### src/rtl/frac_n_seq.sv
module frac_n_seq #(
  parameter int INT_W   = 8,
  parameter int FRAC_W  = 12,
  parameter int R_W     = 4,
  parameter int INT_MIN = 31,
  parameter int MOD_MIN = 2
) (
  input  logic              clk,
  input  logic              rst_n,
  input  logic              pwr_dn,
  input  logic              dbl_en,
  input  logic [R_W-1:0]    ref_div,
  input  logic [INT_W-1:0]  int_in,
  input  logic [FRAC_W-1:0] frac_in,
  input  logic [FRAC_W-1:0] mod_in,
  output logic [INT_W:0]    n_out,
  output logic              carry,
  output logic              n_strobe
);

  localparam int CNT_W = R_W + 1;
  localparam int ACC_W = FRAC_W + 1;
  localparam int N_W   = INT_W + 1;

  logic [INT_W-1:0]  int_eff;
  logic [FRAC_W-1:0] mod_eff, frac_eff, acc, mod_q, acc_base, acc_nxt;
  logic [R_W-1:0]    r_eff;
  logic [CNT_W-1:0]  period, cnt;
  logic [ACC_W-1:0]  sum;
  logic              tick, wrap;

  assign int_eff  = (int_in < INT_W'(INT_MIN)) ? INT_W'(INT_MIN) : int_in;
  assign mod_eff  = (mod_in < FRAC_W'(MOD_MIN)) ? FRAC_W'(MOD_MIN) : mod_in;
  assign frac_eff = (frac_in > mod_eff) ? mod_eff : frac_in;
  assign r_eff    = (ref_div == '0) ? R_W'(1) : ref_div;
  assign period   = dbl_en ? {1'b0, r_eff} : {r_eff, 1'b0};
  assign tick     = !pwr_dn && (cnt >= period - CNT_W'(1));

  assign acc_base = (mod_eff != mod_q) ? '0 : acc;
  assign sum      = {1'b0, acc_base} + {1'b0, frac_eff};
  assign wrap     = sum >= {1'b0, mod_eff};
  assign acc_nxt  = wrap ? FRAC_W'(sum - {1'b0, mod_eff}) : sum[FRAC_W-1:0];

  always_ff @(posedge clk or negedge rst_n) begin
    if (!rst_n) begin
      cnt <= '0; acc <= '0; mod_q <= '0;
      n_out <= '0; carry <= 1'b0; n_strobe <= 1'b0;
    end else if (pwr_dn) begin
      cnt <= '0; acc <= '0; mod_q <= '0;
      n_out <= '0; carry <= 1'b0; n_strobe <= 1'b0;
    end else begin
      n_strobe <= tick;
      if (tick) begin
        cnt   <= '0;
        acc   <= acc_nxt;
        mod_q <= mod_eff;
        n_out <= {1'b0, int_eff} + N_W'(wrap);
        carry <= wrap;
      end else begin
        cnt <= cnt + CNT_W'(1);
      end
    end
  end

  AST_ACC_BOUND: assert property (@(posedge clk) disable iff (!rst_n)
    (mod_q != '0) |-> (acc < mod_q));

  AST_PWRDN_CLEAR: assert property (@(posedge clk) disable iff (!rst_n)
    pwr_dn |=> (acc == '0 && n_out == '0 && !carry && !n_strobe && cnt == '0));

  AST_HOLD_BETWEEN: assert property (@(posedge clk) disable iff (!rst_n || pwr_dn)
    (!n_strobe && !$past(pwr_dn)) |-> ($stable(n_out) && $stable(carry)));

  AST_ZERO_FRAC: assert property (@(posedge clk) disable iff (!rst_n)
    (tick && frac_eff == '0) |=> !carry);

  AST_FULL_FRAC: assert property (@(posedge clk) disable iff (!rst_n)
    (tick && frac_eff == mod_eff) |=> carry);

endmodule

### config.mk
export PLATFORM = sky130hd
export DESIGN_NAME = frac_n_seq
export DESIGN_NICKNAME = d
export VERILOG_FILES = /design/src/rtl/frac_n_seq.sv
export SDC_FILE = /design/constraint.sdc
export NUM_CORES = 1
export LEC_CHECK = 0
export BUFFER_PORTS_ARGS = -buffer_cell sky130_fd_sc_hd__buf_4
export CORE_UTILIZATION = 45
export CTS_BUF_LIST = sky130_fd_sc_hd__clkbuf_4 sky130_fd_sc_hd__clkbuf_8
export CTS_CLUSTER_SIZE = 8
export DETAILED_ROUTE_END_ITERATION = 8
export GPL_TIMING_DRIVEN = 1
export PLACE_DENSITY = 0.76
export SLEW_MARGIN = 20
export SYNTH_ARGS = -nofsm -noshare
export SYNTH_HDL_FRONTEND = slang
export SYNTH_SLANG_ARGS = --single-unit
### constraint.sdc
create_clock -name clk -period 12 [get_ports clk]
set_input_delay 1.8 -clock clk [delete_from_list [all_inputs] [get_ports clk]]
set_output_delay 1.8 -clock clk [all_outputs]
set_load 0.005 [all_outputs]
# == Word-level counts from Yosys, hierarchy flattened ==
# Index checks and enable logic that the tools add are counted.
# word_totals
elab_cells,39
inputBits,40
output_inout_bits,11
regBits,40
# classes
addsub,5
order_cmp,5
mux,18
reduce_logical,4
n_eq_ne,1
# op_table
op,n
two-way mux 12 bit,8
two-way mux 9 bit,2
two-way mux 5 bit,3
adder 12 x 12 -> 13 bit,1
greater-or-equal comparator 13 x 12 -> 1 bit,1
greater-than comparator 12 bit,1
less-than comparator 12 x 2 -> 1 bit (second input constant),1
!= test 12 bit,1
subtractor 12 bit,1
adder 8 x 1 -> 9 bit,1
less-than comparator 8 x 5 -> 1 bit (second input constant),1
two-way mux 8 bit,1
adder 5 x 1 -> 5 bit (second input constant),1
greater-or-equal comparator 5 bit,1
subtractor 5 x 1 -> 5 bit (second input constant),1
zero test 4 bit,1
two-way mux 4 bit,1
two-way mux 1 bit,3
nonzero test 2 bit,1
logical AND 1 bit,1
zero test 1 bit,1

# == Depth between registers and ports, before layout ==
# Gate-level depths: netlist of run 1.
# logic_depth
depth_word,9
ltp_mapped,32
depth_no_buf,30

# == Worst setup path after synthesis of run 1 ==
# OpenSTA, ideal clock, no wires.
# synth_path
kind,input to register
startpoint,in mod_in[5]
endpoint,reg n_out[4]
path_buffers,2
stages,29
setup_slack_ns,4.468
arrival_ns,7.395
setup_ns,0.136
required_ns,11.864
cell_sequence,nor4_1 -> a31oi_1 -> ha_1 -> nor2b_1 -> o21ai_0 -> nand2b_1 -> a21oi_1 -> or3_1 -> a21oi_1 -> buf_4 -> mux2_2 -> ha_1 -> a21o_2 -> a211oi_2 -> nor2_2 -> a311oi_2 -> xnor2_1 -> ha_1 -> a211o_1 -> a221oi_2 -> o211a_1 -> buf_6 -> inv_2 -> ha_1 -> ha_1 -> a311oi_1 -> a21oi_1 -> nand2_1 -> a21oi_1
# synth_via
elab_chain_len,9
word_cells_on_any_way,11
classes_between,add/sub (2); order compare (3); eq/ne (1); mux (5)
# synth_lines
element,line,text
start: declaration,15,"input logic [FRAC_W-1:0] mod_in,"
less-than comparator 12 x 2 -> 1 bit,33,assign mod_eff = (mod_in < FRAC_W'(MOD_MIN)) ? FRAC_W'(MOD_MIN) : mod_in;
two-way mux 12 bit *,33,
greater-than comparator 12 bit or != test 12 bit (tied branches),"34, 39",
"two-way mux 12 bit, on equally long branches","34, 39",
adder 12 x 12 -> 13 bit,40,"assign sum = {1'b0, acc_base} + {1'b0, frac_eff};"
greater-or-equal comparator 13 x 12 -> 1 bit *,41,"assign wrap = sum >= {1'b0, mod_eff};"
adder 8 x 1 -> 9 bit *,57,"n_out <= {1'b0, int_eff} + N_W'(wrap);"
two-way mux 9 bit *,53,if (tick) begin
two-way mux 9 bit *,48,end else if (pwr_dn) begin
end signal: assignment,57,
end: declaration,16,"output logic [INT_W:0] n_out,"
# Mark *: on every way between the ends. The rest lies on a longest branch, timed or not. The select of a mux whose other input is x is not followed.
# A chain may end at the register's enable or synchronous reset.

# == Worst setup path after layout of run 1 ==
# layout_path
startpoint,in mod_in[8]
endpoint,reg n_out[6]
# The elaborated chain is that of the path after synthesis.

==> metrics.md, run 1 <==
| Metric | Value |
|---|---|
| Area delta synth->final | 14.5% |
| Layout filler cell count | roughly 760 |
| Post-route DRC | 0 |
| Worst path slowest cell | a21oi_2 |
| Initial antenna violation count | 0 |
| Synth Area per Inst | approximately 8.4 sq um |
| Die area | roughly 8900 sq um |
| Mapped Area | about 3800 sq um |
| Mapped Cells | about 460 |
| Port bufs | 50 |
| Setup Total Neg Slack | 0 ns |
| # rows | 33 |
| Tcrit/Tclk final | between 70% and 80% |
| Crit Path Max Fanout | 18 |
| Count leader, synth | nand2_1 |
| First-pass GRT wire length | 15.8 mm |
| Max-Cap Viols | 0 |
| Clock root cell | clkbuf_8 |
| Path type of the worst min-delay path | register to register |
| Synth cell count leaders | 49 x nand2_1, 46 x ha_1, 41 x nor2_1 |
| Gr ovfl total | 0 |
| RSZ-0062 raised after global routing | no |
| First-pass DRT Iterations | 4 |
| Routability cong. | between 0.9 and 1 |
| Max stage delay on crit path | about 0.59 ns |
| EDFF count, synth | 0 |
| Arr. time, crit path | 8.87 ns |
| Setup ws final | ~3.3 ns |
| Largest net degree at the start of global routing | ~40 |
| Hold_buf cts | 0 |
| Clk buf depth | 2 |
| Crit Path Class | input pin to register |
| Multi-input gate area | 2700 sq um |
| Clock latency on the worst-skew pair | roughly 0.3 ns |
| Power per Cell Area | 107 nW/um^2 |
| DP Area | between 4000 and 5000 sq um |
| Final WL | about 9.5 mm |
| Vias | 3,432 |
| Number of CTS-inserted buffers | 5 |
| Fin area | between 4000 and 5000 sq um |
| Normalized max-slew margin | about 47% |
| # setup viols final | 0 |
| Pre-CTS setup slack | between 2 and 3 ns |
| # Post-CTS Setup Buffers | 0 |
| DR vias/cell | between 5 and 6 |
| Required @ worst endpoint | 12.21 ns |
| Most frequent CP cell | ha_1 |
| Die span in x | around 94 um |
| Initial Utilization | 46.6% |
| Crit end category | register |
| Top cell type by total area after synthesis | dfrtp_1 |
| Yosys warnings | 0 |
| Placeable Area | slightly above 8000 sq um |
| Post-Syn Nets | approximately 540 |
| DP Wirelength | ~7.5 mm |
| Antenna viol nets, final | 0 |
| TritonCTS clock tree | built |
| Async SR Flop Fraction | 100% |
| Fmax | about 0.12 GHz |
| CP startpoint kind | input pin |
| CP bufs+invs | 2 |
| Register bit total from synthesis | 40 |
| Sequential cell area fraction in the yosys report | between 20% and 30% |
| Fraction of layout cells with a size suffix above 1 | around 18% |
| Cell family with most CP delay | compound AO/OA/AOI/OAI gates |
| Pins Over Slew Limit | 0 |
| Status | finished clean |
| Cts repair resizes | 0 |
| Storage element area | 1000 sq um |
| Initial DRC count | approximately 160 |
| Ranking of synthesized cells by area | dfrtp_1 26%, ha_1 15%, a21oi_1 5.1% |
| Clock transition at path regs | approximately 0.09 ns |
| CTS H-tree depth | 2 |
| Leakage power | about 2.1 nW |
| Tot GR Track Use | between 20% and 30% |
| Clock sink count | 40 |
| Hold Violations, Final | 0 |
| NumNets Final | a little under 600 |
| IO Pins | 51 |
| Maximum VDD drop | roughly 70 uV |
| Die Ht | around 94 um |
| Vias in the first global route | about 3,400 |
| Tmin final | between 8 and 9 ns |
| N_diodes | 0 |
| Clock Skew | around 0.006 ns |
| Top_reg_cell synth | dfrtp_1 |
| Avg WL per Cell | approximately 16 um |
| Worst-margin pin slew | 0.790 ns |
| Synth top area share | approximately a quarter |
| Distinct cell type count after synthesis | 61 |
-- worst paths after layout --
check                                          start              endpoint  slack (ns)  depth (start not counted)
worst max-delay path                       mod_in[8]  n_out[6]$_DFFE_PN0P_        3.34                         29
worst min-delay path                cnt[0]$_DFF_PN0_      cnt[0]$_DFF_PN0_        0.49                          1
worst max register to register  mod_q[2]$_DFFE_PN0P_  n_out[6]$_DFFE_PN0P_        5.94                         23
worst min register to register      cnt[0]$_DFF_PN0_      cnt[0]$_DFF_PN0_        0.49                          1
max in group asynchronous                      rst_n  mod_q[9]$_DFFE_PN0P_       10.14                          1
min in group asynchronous                      rst_n  n_out[1]$_DFFE_PN0P_        1.47                          1
-- layout by cell type (no fill, tap or decap), types with 7 or more instances in the layout --
cell type / n
buf_4: 51
nand2_1: 49
ha_1: 46
nor2_1: 41
dfrtp_1: 40
a21oi_1: 38
inv_1: 20
xnor2_1: 19
xor2_1: 18
o21ai_0: 14
nor3_1: 14
and2_1: 14
a211oi_1: 12
nand3_1: 11
mux2_2: 10
a21o_1: 8
nand4_1: 7
o21a_1: 7
-- power breakdown --
group,switching [mW],leakage (nW),internal [mW]
Sequential,0.0102,0.549,0.151
Clock,0.0531,0.0583,0.0627
Combinational,0.111,1.46,0.0839
-- through the flow --
step	cells	power (mW)	util, %	hold slack, ns
2_1_floorplan	456	0.301	-	0.441
3_3_place_gp	598	0.351	51.9	0.463
3_5_place_dp	598	0.356	51.9	0.482
4_1_cts	606	0.474	53.3	0.500
5_1_grt	606	0.504	53.4	0.523
6_report	606	0.471	53.4	0.494
-- flip-flops by register name, summed over array words and instances, names as in the netlist --
name      flops
carry         1
mod_q        12
n_out         9
acc          12
cnt           5
n_strobe      1
-- per-layer routing --
layer  global-route usage, %  up-vias  wire length, um
li1                        -     1722                -
met1                    30.1     1631             4580
met2                    38.0       66             4520
met3                    2.66       13              310
met4                    5.68        0              135
met5                       0        -                0
-- worst register-to-register path, stage by stage (launching register included) --
cell,delay (ns)
dfrtp_1,0.40
xor2_1,0.16
nor4_1,0.32
nand4_1,0.20
nor3_2,0.58
and2_1,0.28
ha_1,0.24
a21oi_1,0.22
nor2_1,0.11
a211oi_2,0.29
nor2_2,0.08
a311oi_2,0.32
xnor2_1,0.19
ha_1,0.30
a211o_1,0.29
a221oi_2,0.17
o211a_1,0.56
inv_2,0.20
ha_1,0.26
ha_1,0.23
nand4_1,0.12
nor2_1,0.07
xnor2_1,0.13
a211oi_1,0.23
-- kinds of logic after synthesis --
logic type               after synthesis  synth area share, %
multiplexers                          16                 4.49
AO/OA/AOI/OAI                        114                 20.4
flip-flops                            40                 26.0
AND/OR/NAND/NOR                      166                 20.6
XOR/XNOR                              37                 8.42
buffers and inverters                 35                 4.10
adder cells (fa/ha/maj)               48                 16.0
-- final cells by class --
type / instances / area share, %
Multi-Input combinational cell: 381 / 61.2
Sequential cell: 40 / 22.7
Timing Repair Buffer: 51 / 8.69
Tap cell: 105 / 2.98
Inverter: 21 / 1.79
Clock buffer: 5 / 1.56
Clock inverter: 3 / 1.08
(Power assumes the default switching activity.)
==> inputs of run 2 (changes only) <==
--- a/config.mk
+++ b/config.mk
@@ -11,7 +11,7 @@
 export CTS_CLUSTER_SIZE = 8
 export DETAILED_ROUTE_END_ITERATION = 8
 export GPL_TIMING_DRIVEN = 1
-export PLACE_DENSITY = 0.76
+export PLACE_DENSITY = 0.78
 export SLEW_MARGIN = 20
 export SYNTH_ARGS = -nofsm -noshare
 export SYNTH_HDL_FRONTEND = slang
==> constraint.sdc (replaced) <==
create_clock -name clk -period 7 [get_ports clk]
set_input_delay 1.05 -clock clk [delete_from_list [all_inputs] [get_ports clk]]
set_output_delay 1.05 -clock clk [all_outputs]
set_load 0.005 [all_outputs]
==> metrics.md, run 2 (same netlist as run 1, synthesis figures left out) <==
| Metric | Value |
|---|---|
| Initial DRC count | 191 (+22%) |
| Arr. time, crit path | 6.81 ns (-2.06 ns) |
| CTS H-tree depth | 2 (unchanged) |
| Sw Share | 38.0% (+1.1 points) |
| DP Area | 4360 sq um (+1.8%) |
| Cell family with most CP delay | compound AO/OA/AOI/OAI gates |
| Power per Cell Area | 172 nW/um^2 (+61%) |
| IO Pins | 51 (unchanged) |
| Routability cong. | 0.886 (-4.3%) |
| Post-route DRC | 0 (unchanged) |
| Number of CTS-inserted buffers | 5 (unchanged) |
| Antenna viol nets, final | 0 (unchanged) |
| # setup viols final | 0 (unchanged) |
| DR vias/cell | 5.78 (+2.1%) |
| Die Ht | 94.5 um (unchanged) |
| Final WL | 9.79 mm (+2.6%) |
| Commonest non-fill, non-tap cell in the layout | buf_4 |
| Clock latency on the worst-skew pair | 0.29 ns (about the same) |
| Tot GR Track Use | 22.3% (-0.072 points) |
| Most frequent cells in the layout | 62 x buf_4, 49 x nand2_1, 45 x ha_1 |
| Setup Total Neg Slack | 0 ns (unchanged) |
| Worst-margin pin slew | 0.850 ns (+0.0598 ns) |
| NumNets Final | 601 (+2.2%) |
| Placeable Area | 8260 sq um (unchanged) |
| Fin area | 4520 sq um (+2.5%) |
| CP startpoint | mod_in[5] |
| Required @ worst endpoint | 7.16 ns (-5.05 ns) |
| First-pass GRT wire length | 15.7 mm (-0.35%) |
| Power share of the combinational group | 45.3% (+4.1 points) |
| TritonCTS clock tree | built |
| # rows | 33 (unchanged) |
| N_diodes | 0 (unchanged) |
| Die area | 8920 sq um (unchanged) |
| Vias in the first global route | 3,421 (+0.80%) |
| Tcrit/Tclk final | between 90 and 100% |
| Hold WS | 0.479 ns (-0.0153 ns) |
| Avg WL per Cell | 15.8 um (+0.65%) |
| CP bufs+invs | 4 (+2) |
| Crit Path Max Fanout | 9 (-9) |
| Initial antenna violation count | 0 (unchanged) |
| CP startpoint kind | input pin |
| Crit Path Class | input pin to register |
| Tmin final | 6.64 ns |
| Most frequent CP cell | ha_1 |
| Clk buf depth | 2 (unchanged) |
| Pins Over Slew Limit | 0 (unchanged) |
| Largest net degree at the start of global routing | 41 (unchanged) |
| Sequential share of power | 35.5% (+1.3 points) |
| Fmax | ~0.15 GHz |
| Gr ovfl total | 0 (unchanged) |
| Die span in x | 94.5 um (unchanged) |
| Max-Cap Viols | 0 (unchanged) |
| NetSw | 0.295 mW (+70%) |
| First-pass DRT Iterations | 4 (unchanged) |
| Worst path slowest cell | ha_1 |
| Area delta synth->final | 17.4% |
| Clock transition at path regs | 0.08 ns (about the same) |
| Power Total | 0.777 mW (+65%) |
| Leakage power | 2.12 nW (+2.6%) |
| Maximum VDD drop | 79.0 uV (+13%) |
| Core Util, Final | 54.7% (+1.3 points) |
| Worst reg2reg startpoint | mod_q[2]$_DFFE_PN0P_ |
| Clock sink count | 40 (unchanged) |
| Clock root cell | clkbuf_8 |
| Port bufs | 50 (unchanged) |
| Max stage delay on crit path | 0.37 ns (-0.22 ns) |
| Fraction of layout cells with a size suffix above 1 | 20.3% (+2.5 points) |
| Clock share of power | 19.2% (-5.4 points) |
| Normalized max-slew margin | 43.4% (-4.0 points) |
| Internal | 0.482 mW (+62%) |
| DP Wirelength | 7.63 mm (+1.2%) |
| Status | finished clean |
| Hold Violations, Final | 0 (unchanged) |
| Initial Utilization | 46.6% (unchanged) |
| Hold Startpoint | acc[9]$_DFFE_PN0P_ |
| Crit end category | register |
| Clock Skew | 0.00480 ns (-0.00122 ns) |
| Path type of the worst min-delay path | register to register |
| Biggest regs | acc (12), mod_q (12), n_out (9) |
| Vias | 3,575 (+4.2%) |
-- run 2: worst paths after layout --
path	to	slack (ns)	depth (start not counted)
worst max-delay path	n_out[4]$_DFFE_PN0P_	0.36	31
worst min-delay path	acc[9]$_DFFE_PN0P_	0.48	2
worst max register to register	n_out[4]$_DFFE_PN0P_	1.64	22
worst min register to register	acc[9]$_DFFE_PN0P_	0.48	2
max in group asynchronous	acc[10]$_DFFE_PN0P_	5.90	1
min in group asynchronous	n_out[5]$_DFFE_PN0P_	0.73	1
-- run 2: worst reg2reg max path, stage by stage (launching register included) --
cell,delay [ns]
dfrtp_1,0.40
xor2_1,0.15
nor4_1,0.32
nand4_1,0.19
nor3_2,0.56
and2_1,0.25
ha_1,0.30
a21o_2,0.27
a211oi_4,0.29
nor2_2,0.08
a311oi_2,0.31
xnor2_1,0.18
ha_1,0.30
a211o_1,0.28
a221oi_2,0.17
o211a_1,0.24
inv_2,0.05
ha_1,0.19
ha_1,0.23
a311oi_1,0.27
a21oi_1,0.06
nand2_1,0.07
a21oi_1,0.06
-- run 2: area by class of cell --
class / count / area (sq um)
fillers: 742 / 3740
multi-input cells: 381 / 2730
flip-flops and latches: 40 / 1000
repair buffers: 64 / 497
well taps: 105 / 131
inverters: 21 / 78.8
clock buffers: 5 / 68.8
clock inverters: 2 / 12.5
-- run 2: what timing repair did --
item,4_1_cts,5_1_grt
buffers inserted,0,3
endpoints found under the setup margin,0,7
hold buffers,0,0
resized for setup,0,7
-- run 2: per-layer routing --
layer | routed length (um) | part of all wire [%] | vias to the layer above | track usage (%)
met5 | 0 | 0 | - | 0
met4 | 133 | 1.4 | 0 | 6.44
met3 | 370 | 3.8 | 11 | 1.85
met2 | 4960 | 51 | 66 | 40.2
met1 | 4330 | 44 | 1746 | 28.3
li1 | - | - | 1752 | -
-- run 2: power groups by stage --
stage               Sequential, mW  Clock [mW]  Combinational [mW]
detailed placement           0.281           0               0.340
floorplan                    0.277           0               0.238
global placement             0.280           0               0.327
finish                       0.276       0.149               0.352
global route                 0.279       0.160               0.387
CTS                          0.276       0.153               0.342
-- run 2: stage by stage --
step	worst slack [ns]	instances
3_5_place_dp	-0.0628	608
2_1_floorplan	0.218	456
6_report	0.356	618
5_1_grt	-0.00637	618
3_3_place_gp	0.0816	608
4_1_cts	0.201	615
